--- config.mk ---
export PLATFORM = sky130hd
export DESIGN_NAME = swclk_select
export DESIGN_NICKNAME = d
export VERILOG_FILES = /design/src/rtl/swclk_pkg.sv /design/src/rtl/swclk_sync_fall.sv /design/src/rtl/swclk_rate_det.sv /design/src/rtl/swclk_int_timer.sv /design/src/rtl/swclk_select.sv
export SDC_FILE = /design/constraint.sdc
export NUM_CORES = 1
export LEC_CHECK = 0
export ABC_AREA = 1
export BUFFER_PORTS_ARGS = -buffer_cell sky130_fd_sc_hd__buf_2
export CORE_MARGIN = 3
export CORE_UTILIZATION = 54
export CTS_CLUSTER_DIAMETER = 50
export DETAILED_ROUTE_END_ITERATION = 10
export PLACE_DENSITY = 0.74
export REMOVE_ABC_BUFFERS = 1
export SYNTH_ARGS = -nofsm -noshare
export SYNTH_HDL_FRONTEND = slang
export SYNTH_HIERARCHICAL = 1
export SYNTH_SLANG_ARGS = --single-unit
--- constraint.sdc ---
create_clock -name clk -period 1.62 [get_ports clk]
set_clock_uncertainty 0.2 [all_clocks]
set_input_delay 0.162 -clock clk [delete_from_list [all_inputs] [get_ports clk]]
set_output_delay 0.162 -clock clk [all_outputs]
set_load 0.02 [all_outputs]
--- src/rtl/swclk_pkg.sv ---
package swclk_pkg;
  typedef enum logic {
    SRC_INT = 1'b0,
    SRC_EXT = 1'b1
  } swclk_src_e;
endpackage

--- src/rtl/swclk_sync_fall.sv ---
module swclk_sync_fall #(
  parameter int STAGES = 2
) (
  input  logic clk,
  input  logic rst,
  input  logic pin_n,
  output logic fall
);
  logic [STAGES-1:0] shr;
  logic              last_q;

  always_ff @(posedge clk) begin
    if (rst) begin
      shr    <= '1;
      last_q <= 1'b1;
    end else begin
      shr[0] <= pin_n;
      for (int i = 1; i < STAGES; i++) shr[i] <= shr[i-1];
      last_q <= shr[STAGES-1];
    end
  end

  assign fall = last_q & ~shr[STAGES-1];

  AST_FALL_ISOLATED: assert property (@(posedge clk) disable iff (rst)
    fall |=> !fall);
endmodule

--- src/rtl/swclk_rate_det.sv ---
module swclk_rate_det
  import swclk_pkg::*;
#(
  parameter int LIMIT = 333,
  parameter int NEED  = 2
) (
  input  logic       clk,
  input  logic       rst,
  input  logic       fall,
  output swclk_src_e src
);
  localparam int GW = $clog2(LIMIT + 1);
  localparam int SW = $clog2(NEED + 1);
  localparam logic [GW-1:0] LIM    = GW'(LIMIT);
  localparam logic [GW-1:0] LIM_M1 = GW'(LIMIT - 1);
  localparam logic [SW-1:0] STK_MAX = SW'(NEED);
  localparam logic [SW-1:0] STK_ARM = SW'(NEED - 1);

  logic [GW-1:0] gap_q;
  logic [SW-1:0] streak_q;
  swclk_src_e    src_q;

  always_ff @(posedge clk) begin
    if (rst) begin
      gap_q    <= LIM;
      streak_q <= '0;
      src_q    <= SRC_INT;
    end else if (fall) begin
      gap_q <= '0;
      if (gap_q < LIM) begin
        if (streak_q >= STK_ARM) src_q <= SRC_EXT;
        if (streak_q < STK_MAX) streak_q <= streak_q + 1'b1;
      end else begin
        streak_q <= '0;
      end
    end else if (gap_q == LIM_M1) begin
      gap_q    <= LIM;
      streak_q <= '0;
      src_q    <= SRC_INT;
    end else if (gap_q < LIM) begin
      gap_q <= gap_q + 1'b1;
    end
  end

  assign src = src_q;

  AST_EXT_ON_EDGE: assert property (@(posedge clk) disable iff (rst)
    $rose(src_q) |-> $past(fall));
  AST_DROP_NO_EDGE: assert property (@(posedge clk) disable iff (rst)
    $fell(src_q) |-> !$past(fall));
  AST_GAP_BOUND: assert property (@(posedge clk) disable iff (rst)
    gap_q <= LIM);
endmodule

--- src/rtl/swclk_int_timer.sv ---
module swclk_int_timer #(
  parameter int PERIOD = 100
) (
  input  logic clk,
  input  logic rst,
  input  logic clr,
  output logic tick
);
  localparam int CW = $clog2(PERIOD);
  localparam logic [CW-1:0] LAST = CW'(PERIOD - 1);

  logic [CW-1:0] cnt_q;

  assign tick = (cnt_q == LAST);

  always_ff @(posedge clk) begin
    if (rst || clr || tick) cnt_q <= '0;
    else                    cnt_q <= cnt_q + 1'b1;
  end

  AST_CNT_RANGE: assert property (@(posedge clk) disable iff (rst)
    cnt_q <= LAST);
endmodule

--- src/rtl/swclk_select.sv ---
module swclk_select
  import swclk_pkg::*;
#(
  parameter int INT_PERIOD     = 100,
  parameter int DET_LIMIT      = 333,
  parameter int LOCK_INTERVALS = 2,
  parameter int SYNC_STAGES    = 2
) (
  input  logic clk,
  input  logic rst,
  input  logic en,
  input  logic sync_n,
  output logic cyc_start,
  output logic ext_sync
);
  logic       fall;
  logic       tick;
  logic       mode_chg;
  swclk_src_e src;
  swclk_src_e src_prev_q;
  logic       cs_q;

  swclk_sync_fall #(.STAGES(SYNC_STAGES)) u_fall (
    .clk(clk), .rst(rst), .pin_n(sync_n), .fall(fall)
  );

  swclk_rate_det #(.LIMIT(DET_LIMIT), .NEED(LOCK_INTERVALS)) u_det (
    .clk(clk), .rst(rst), .fall(fall), .src(src)
  );

  assign mode_chg = (src != src_prev_q);

  swclk_int_timer #(.PERIOD(INT_PERIOD)) u_tmr (
    .clk(clk), .rst(rst), .clr(!en || mode_chg), .tick(tick)
  );

  always_ff @(posedge clk) begin
    if (rst) begin
      src_prev_q <= SRC_INT;
      cs_q       <= 1'b0;
    end else begin
      src_prev_q <= src;
      if (src == SRC_EXT) cs_q <= en & fall;
      else                cs_q <= en & tick & ~mode_chg;
    end
  end

  assign cyc_start = cs_q;
  assign ext_sync  = (src == SRC_EXT);

  AST_PULSE_NEEDS_EN: assert property (@(posedge clk) disable iff (rst)
    cs_q |-> $past(en));
  AST_EXT_PULSE_FROM_EDGE: assert property (@(posedge clk) disable iff (rst)
    (cs_q && $past(src == SRC_EXT)) |-> $past(fall));
  AST_ONE_CYCLE: assert property (@(posedge clk) disable iff (rst)
    cs_q |=> !cs_q);
endmodule

==> run summary, run 1 <==
Fill count: 185
Final hold vios: 0
Initial core utilization: 58.38%
Die ar.: 0.003092 mm²
Routability congestion estimate: 0.8784
Post-placement setup slack: 0.02147 ns
H-tree depth: 1
Finished Layout Cells: 232
# diodes: 0
Final Hold Slack: 0.08947 ns
Final ANT Viol Nets: 0
Fin crit share: 95.11%
Commonest non-fill, non-tap cell in the layout: nand2_1
Power density cells: 1321 mW/mm²
Die H: 55.61 µm
P_int: 1.182 mW
# port buffers: 5
R2R Path End: u_det/gap_q[3]$_SDFFE_PP1P_
Sw frac: 42.03%
Worst min-delay path category: input pin to register
Launching point of the worst reg2reg path: u_det/gap_q[7]$_SDFFE_PP0N_
Max_slew headroom: 79.99%
Total number of vias: 1209
Count of synthesis-stage warnings from yosys: 6
Leak: 0.7286 nW
Slowest CP cell: dfxtp_2
Cells after Synth: 186
Synth Area per Inst: 7.144 µm²
Final setup fails: 0
Measured slew at the worst slew-check pin: 0.3002 ns
HP Start: rst
Worst EP required: 1.67 ns
CTS Sinks: 24
Post-synthesis sequential area ratio: 36.16%
DRC viols: 0
CTS tree: built
Clock network fraction of total power: 15.7%
Fmax: 649.0 MHz
Switching pwr: 856.8 µW
Max incr delay on CP: 0.36 ns
Final design instance area without fill: 0.001543 mm²
Worst path bufs/invs: 1
Hpwl dp: 1918 µm
Final wirelength: 2639 µm
Most used cell, CP: nor2_4
DRT Pass-1 Iters: 4
WL per Instance: 11.38 µm
Horiz. Die Dim: 55.61 µm
IO Count: 6
FP Rows: 17
Setup_tns: 0 ns
Critical path class: register to register
Post-placement cell count: 223
CTS root buf: clkbuf_4
Worst path top cell family by delay: simple AND/OR/NAND/NOR gates
Sequential Power Share: 38.0%
Final worst slack: 0.07915 ns
Internal reg-to-reg setup slack: 0.08 ns
Pin count of the biggest net entering global routing: 14
CTS clk-pin slew, worst paths: 0.14 ns
Vias in the first global route: 1165
Peak VDD IR: 1.156 mV
Critical path, cell by cell: inv_2 -> nand2_2 -> nor2_4 -> nand2_2 -> nor2_4 -> nor2_8 -> nor2_4 -> nand2_1 -> nand3_1
Flops & latches, synth: 24
Logic pwr share: 46.3%
Core footprint: 0.002276 mm²
Layout cells sized above 1: 25.49%
Crit. End Element: register
Initial antenna violation count: 0
First-pass GRT wire length: 4905 µm
Critical Path AT: 1.59 ns
RSZ-0062 raised after global routing: true
Status: completed
Final-stage net count: 214
Startpoint type of the worst setup path: register
Total grt overflow: 0
Hold Path Sink: u_det/streak_q[0]$_SDFFE_PP0P_
Via density: 5.211
Maxcap violations: 0
Tot GR Track Use: 19.29%
Area growth, synth to finish: 16.10%
Synthesized area: 0.001329 mm²
Worst R2R Path Depth: 9
Core Util, Final: 67.78%
WHS Path Cells: 2
Slew Viols, Final: 0
CP Max Fanout: 13
Clock Latency Late Sink: 0.33 ns
Drt initial violations: 52
Synth cell types: 27
Most frequent cells in the layout: nand2_1, inv_1, nand3_1
CTS Buf Count: 3
CTS Buffer Depth: 2
Final min period: 1.541 ns
Placed cell area: 0.001411 mm²
Post-route total power: 2.038 mW
worst reg2reg max path, delay by kind of cell (launching register included):
family,cells,cell delay (ns)
buf+inv,1,0.07
flops,1,0.36
simple gates,8,0.84
logic make-up (layout without fill, tap and decap cells):
| family | Yosys count | in the layout | synth area share [%] |
|---|---|---|---|
| buffers and inverters | 39 | 57 | 12.34 |
| DFF | 24 | 24 | 36.16 |
| AOI/OAI and AO/OA | 17 | 17 | 8.193 |
| adders and majority gates | 5 | 5 | 4.708 |
| and+or+nand+nor | 98 | 98 | 36.63 |
| xor gates and xnor gates | 3 | 3 | 1.978 |
power groups by stage:
stage	Combinational (mW)	Sequential, mW	Clock (mW)
4_1_cts	0.894	0.750	0.334
3_5_place_dp	0.879	0.760	0
3_3_place_gp	0.857	0.758	0
5_1_grt	1.06	0.786	0.357
2_1_floorplan	0.669	0.750	0
6_report	0.943	0.775	0.320
cell usage after synthesis (all sizes together):
library cell  instances  area share (%)
nand2                46              15
a21oi                 9             4.0
clkinv                1            0.28
xor2                  3             2.0
o21ai                 4             1.5
nand3                19             7.5
o211ai                1            0.94
o21bai                1            0.57
inv                  36              10
nand4                 8             3.8
nor2                 24              10
ha                    5             4.7
a211oi                1            0.57
buf                   2             1.7
nand3b                1            0.57
dfxtp                24              36
a31o                  1            0.66
layout make-up:
class | count | area [µm²] | share of cell area (%)
well taps | 28 | 35.03 | 2.271
multi-input cells | 123 | 711.9 | 46.15
repair buffers | 16 | 125.1 | 8.110
inverters | 37 | 141.4 | 9.165
clock buffers | 4 | 36.28 | 2.352
flip-flops and latches | 24 | 493.0 | 31.95
timing repair:
item / in CTS / in global routing
gates resized for setup: 1 / 18
endpoints found under the hold margin: 7 / 0
setup endpoints to repair: 1 / 12
pin swaps: 0 / 7
cloned: 0 / 0
buffers inserted: 0 / 1
hold buffers: 5 / 0
worst max path at each step:
stage	slack, ns	end	start	cells past startpoint
2_1_floorplan	0.11	u_det/gap_q[8]$_SDFFE_PP1P_	u_det/gap_q[0]$_SDFFE_PP1P_	8
3_3_place_gp	0.01	u_det/gap_q[8]$_SDFFE_PP1P_	u_det/gap_q[0]$_SDFFE_PP1P_	8
3_5_place_dp	0.02	u_det/gap_q[8]$_SDFFE_PP1P_	u_det/gap_q[0]$_SDFFE_PP1P_	8
4_1_cts	0.001	u_det/gap_q[8]$_SDFFE_PP1P_	u_det/gap_q[1]$_SDFFE_PP0N_	8
5_1_grt	-0.05	u_det/gap_q[0]$_SDFFE_PP1P_	u_det/gap_q[1]$_SDFFE_PP0N_	9
6_report	0.08	u_det/gap_q[3]$_SDFFE_PP1P_	u_det/gap_q[7]$_SDFFE_PP0N_	9
metal layers:
metal / vias to the layer above / track usage, % / wire length, µm
met2: 36 / 33.11 / 1329
met3: 6 / 4.176 / 130
met5: - / 0 / 0
li1: 619 / - / -
met1: 548 / 23.42 / 1156
met4: 0 / 7.292 / 23
state kept, by name, summed over array words and instances, names as in the netlist:
register / cells
cyc_start: 1
u_tmr/cnt_q: 7
u_det/src: 1
u_det/gap_q: 9
u_det/streak_q: 2
src_prev_q: 1
u_fall/last_q: 1
u_fall/shr: 2
Power figures use the tool's default switching activity.
==> run 2: changes to the inputs <==
--- a/config.mk
+++ b/config.mk
@@ -8,10 +8,10 @@
 export ABC_AREA = 1
 export BUFFER_PORTS_ARGS = -buffer_cell sky130_fd_sc_hd__buf_2
 export CORE_MARGIN = 3
-export CORE_UTILIZATION = 54
+export CORE_UTILIZATION = 40
 export CTS_CLUSTER_DIAMETER = 50
 export DETAILED_ROUTE_END_ITERATION = 10
-export PLACE_DENSITY = 0.74
+export PLACE_DENSITY = 0.58
 export REMOVE_ABC_BUFFERS = 1
 export SYNTH_ARGS = -nofsm -noshare
 export SYNTH_HDL_FRONTEND = slang
==> run 2 against run 1 <==
Net effect: final cell count increased by 7.8%; total power increased by 11%; fmax fell by 1.1%; via count shrank 2.1%; flip-flop and latch count unchanged; worst hold slack gained 0.14 ns; sequential power about the same; first-iteration DRC count is 21% lower; critical endpoint is now cyc_start$_SDFF_PP0_; highest routed layer unchanged.
==> run summary, run 2 (same netlist as run 1, synthesis figures left out) <==
Status: completed
Most frequent cells in the layout: nand2_1, inv_1, dfxtp_1
Post-route total power: 2.253 mW
# diodes: 0
Max_slew headroom: 85.28%
Final setup fails: 0
# port buffers: 5
Worst min-delay path category: register to register
Final Hold Slack: 0.2245 ns
Final ANT Viol Nets: 0
Leak: 0.7466 nW
Worst path bufs/invs: 4
Final min period: 1.558 ns
Via density: 4.736
Crit. End Element: register
Worst EP required: 1.68 ns
Regs by FF count: u_det/gap_q: 9 flops, u_tmr/cnt_q: 7 flops
Met1 usage: 17.78%
Most used cell, CP: dlygate4sd3_1
Clock Latency Late Sink: 0.32 ns
Maxcap violations: 0
Hpwl dp: 1837 µm
Core footprint: 0.003103 mm²
First-pass GRT wire length: 4367 µm
CTS tree: built
Most used routing layer: met2
Post-placement cell count: 239
CTS root buf: clkbuf_4
Max FFs per register: 9
Fill count: 316
Critical path, cell by cell: dlygate4sd3_1 -> buf_2 -> inv_1 -> nand2_1 -> dlygate4sd3_1 -> a21oi_2
Die H: 63.64 µm
Peak VDD IR: 0.7460 mV
Power density cells: 1385 mW/mm²
Total grt overflow: 0
Area growth, synth to finish: 22.41%
Startpoint type of the worst setup path: input pin
Die ar.: 0.004049 mm²
CTS Buffer Depth: 2
Multi-input logic area: 754.5 µm²
Measured slew at the worst slew-check pin: 0.2206 ns
Vias in the first global route: 1037
CTS Sinks: 24
Internal reg-to-reg setup slack: 0.09 ns
Final wirelength: 2590 µm
FP Rows: 20
Pin count of the biggest net entering global routing: 15
CTS clk-pin slew, worst paths: 0.14 ns
Critical path class: input pin to register
Slowest CP cell: dlygate4sd3_1
WL per Instance: 10.36 µm
Finished Layout Cells: 250
Commonest non-fill, non-tap cell in the layout: nand2_1
Met3 Use GR: 2.674%
Fin crit share: 96.16%
IO Count: 6
Critical Path AT: 1.62 ns
Layout cells sized above 1: 29.61%
Initial antenna violation count: 0
Worst path top cell family by delay: buffers and inverters
H-tree depth: 1
Final hold vios: 0
DRC viols: 0
Final-stage net count: 216
Register area: 495.5 µm²
DRT Pass-1 Iters: 4
Largest Register: u_det/gap_q
Fmax: 642.0 MHz
Drt initial violations: 41
Routability congestion estimate: 0.8148
CTS Buf Count: 3
CP Max Fanout: 8
Max incr delay on CP: 0.55 ns
Horiz. Die Dim: 63.64 µm
Slew Viols, Final: 0
Initial core utilization: 42.82%
GRT met2 Usage: 21.12%
Tot GR Track Use: 13.39%
Total number of vias: 1184
-- run 2: changes by cell type in the layout (fill, tap and decap cells not counted), moves of 2 or more --
cell     before  now
dfxtp_1      16   18
dfxtp_2       7    3
dfxtp_4       1    3
nand2_1      40   37
nand2_2       4    7
nand3_1      18   15
nand3_2       1    4
-- run 2: layer usage --
metal	share of wire, %	wire length [µm]
met1	48	1238
met2	47	1208
met3	3.9	100
met4	1.6	42
met5	0	0
-- run 2: final cells by class --
class / count / share of cell area, %
sequential: 24 / 30.46
inverter: 37 / 8.692
multi-input combinational: 124 / 46.38
clock buffer: 3 / 1.385
tap: 44 / 3.385
clock inverter: 1 / 1.846
timing repair buffer: 17 / 7.846
-- run 2: path summary, 6_finish.rpt --
check,to,depth (start not counted),from
setup / recovery,cyc_start$_SDFF_PP0_,6,rst
hold / removal,u_fall/shr[1]$_SDFF_PP1_,2,u_fall/shr[0]$_SDFF_PP1_
setup reg to reg,u_det/gap_q[3]$_SDFFE_PP1P_,9,u_det/gap_q[5]$_SDFFE_PP0N_
hold reg to reg,u_fall/shr[1]$_SDFF_PP1_,2,u_fall/shr[0]$_SDFF_PP1_
-- run 2: worst register-to-register path, cell delays in order, from the launching register on --
cell and delay (ns):
dfxtp_4 0.38, inv_2 0.06, nand2_2 0.06, nor2_4 0.15, nand2_2 0.08, nor2_4 0.21
nor2_8 0.09, nor2_4 0.12, nand2_1 0.06, nand3_1 0.08
-- run 2: power breakdown --
group          leakage (nW)  internal, mW  total (mW)  switching (mW)
clock                0.0279         0.250       0.438           0.188
sequential            0.197         0.680       0.772          0.0923
combinational         0.521         0.405        1.04           0.637
total                 0.747          1.34        2.25           0.918
-- run 2: timing repair --
item                       4_1_cts  5_1_grt
hold buffers                     5        0
pin swaps                        0        8
setup endpoints to repair        1       12
cloned                           0        1
buffers inserted                 0        1
hold endpoints to repair         8        0
resized for setup                2       25
-- run 2: through the flow --
step           worst slack (ns)  cell area, µm²  util [%]  setup TNS (ns)
2_1_floorplan            0.1063            1306         -               0
3_3_place_gp           -0.04591            1431     46.13        -0.04591
3_5_place_dp           -0.03594            1431     46.13        -0.03594
4_1_cts                 0.01619            1536     49.52               0
5_1_grt                -0.02954            1627     52.42         -0.1246
6_report                0.06225            1627     52.42               0
==> run 3: changes to the inputs <==
--- a/config.mk
+++ b/config.mk
@@ -11,7 +11,7 @@
 export CORE_UTILIZATION = 40
 export CTS_CLUSTER_DIAMETER = 50
 export DETAILED_ROUTE_END_ITERATION = 10
-export PLACE_DENSITY = 0.58
+export PLACE_DENSITY = 0.59
 export REMOVE_ABC_BUFFERS = 1
 export SYNTH_ARGS = -nofsm -noshare
 export SYNTH_HDL_FRONTEND = slang
==> run 3 against run 2 <==
Net effect: critical path depth did not move; setup slack improved by 0.011 ns; clock power barely moved; register-to-register slack improved by 0.02 ns; worst hold slack improved by 0.0051 ns; sequential power fell by 2%; first-iteration DRC count rose by 32%; non-clock buffer count rose by 1; die area did not move; combinational power fell by 8%; cell area fell by 2.8%; clock-buffer cell count did not move; critical path type unchanged; largest power group unchanged; highest routed layer unchanged.
==> run summary, run 3 (same netlist as run 1, synthesis figures left out) <==
Status: completed
Finished Layout Cells: 250
Final hold vios: 0
Worst EP required: 1.69 ns
Area growth, synth to finish: 18.93%
Register area: 491.7 µm²
Fill count: 322
Measured slew at the worst slew-check pin: 0.2260 ns
Final setup fails: 0
Tot GR Track Use: 14.31%
Die H: 63.64 µm
DRC viols: 0
IO Count: 6
Crit. End Element: register
Regs by FF count: u_det/gap_q: 9 flops, u_tmr/cnt_q: 7 flops
Max FFs per register: 9
# port buffers: 5
Worst min-delay path category: register to register
Post-route total power: 2.157 mW
CTS Buf Count: 3
Peak VDD IR: 0.8164 mV
DRT Pass-1 Iters: 4
Die ar.: 0.004049 mm²
CTS root buf: clkbuf_4
Total number of vias: 1188
Final wirelength: 2480 µm
Total grt overflow: 0
Post-placement cell count: 240
Largest Register: u_det/gap_q
Maxcap violations: 0
# diodes: 0
Leak: 0.7310 nW
Hpwl dp: 1975 µm
Power density cells: 1365 mW/mm²
H-tree depth: 1
Core footprint: 0.003103 mm²
Drt initial violations: 54
RSZ-0062 raised after global routing: true
Final-stage net count: 216
Critical path class: input pin to register
WL per Instance: 9.920 µm
Max_slew headroom: 84.91%
Initial antenna violation count: 0
CTS Sinks: 24
First-pass GRT wire length: 4802 µm
Horiz. Die Dim: 63.64 µm
Pin count of the biggest net entering global routing: 15
Vias in the first global route: 1149
CTS clk-pin slew, worst paths: 0.14 ns
Clock Latency Late Sink: 0.31 ns
Core Util, Final: 50.93%
Fin crit share: 95.51%
Final min period: 1.547 ns
Fmax: 646.3 MHz
CP Max Fanout: 8
Critical Path AT: 1.61 ns
Most frequent cells in the layout: nand2_1, inv_1, nand3_1
Final worst slack: 0.07281 ns
Startpoint type of the worst setup path: input pin
Multi-input logic area: 704.4 µm²
Commonest non-fill, non-tap cell in the layout: nand2_1
Post-placement setup slack: -0.01603 ns
Layout cells sized above 1: 27.18%
FP Rows: 20
Via density: 4.752
CTS tree: built
Final ANT Viol Nets: 0
CTS Buffer Depth: 2
Slew Viols, Final: 0
Routability congestion estimate: 0.8682
Setup_tns: 0 ns
Initial core utilization: 42.82%
run 3: cell types whose count changed in the layout (fill, tap and decap cells not counted), sizes merged:
cell,before,now
buf,12,13
nor2,25,24
run 3: per-layer routing:
metal | track usage [%] | part of all wire, %
met1 | 18.15 | 49
met2 | 24.38 | 48
met3 | 2.674 | 2.2
met4 | 4.313 | 0.85
met5 | 0 | 0
run 3: where the power goes:
part | switching, mW | internal [mW]
registers | 0.0788 | 0.680
logic | 0.573 | 0.386
clock network | 0.190 | 0.250
run 3: critical path, stage by stage:
cell	delay (ns)
dlygate4sd3_1	0.53
buf_2	0.17
inv_1	0.06
nand2_1	0.04
dlygate4sd3_1	0.56
a21oi_2	0.10
run 3: what timing repair did:
item | 4_1_cts | 5_1_grt
endpoints found under the setup margin | 1 | 10
endpoints found under the hold margin | 8 | 0
hold buffers | 5 | 0
pin swaps | 0 | 5
buffers inserted | 0 | 1
resized for setup | 1 | 18
run 3: worst paths after layout:
kind / to / cells past startpoint / from / slack, ns
worst max register to register: u_det/gap_q[6]$_SDFFE_PP1P_ / 9 / u_det/gap_q[1]$_SDFFE_PP0N_ / 0.11
worst max-delay path: cyc_start$_SDFF_PP0_ / 6 / rst / 0.07
worst min register to register: u_fall/shr[1]$_SDFF_PP1_ / 2 / u_fall/shr[0]$_SDFF_PP1_ / 0.23
worst min-delay path: u_fall/shr[1]$_SDFF_PP1_ / 2 / u_fall/shr[0]$_SDFF_PP1_ / 0.23
run 3: area by class of cell:
cell class / count / share of cell area [%]
timing repair buffer: 18 / 8.551
tap: 44 / 3.484
clock inverter: 1 / 1.900
clock buffer: 3 / 1.425
inverter: 37 / 8.947
multi-input combinational: 123 / 44.58
sequential: 24 / 31.12
run 3: through the flow:
stage	cell area, µm²	hold WS (ns)
2_1_floorplan	1306	0.03107
3_3_place_gp	1439	0.1479
3_5_place_dp	1439	0.1489
4_1_cts	1543	0.2386
5_1_grt	1580	0.2695
6_report	1580	0.2296
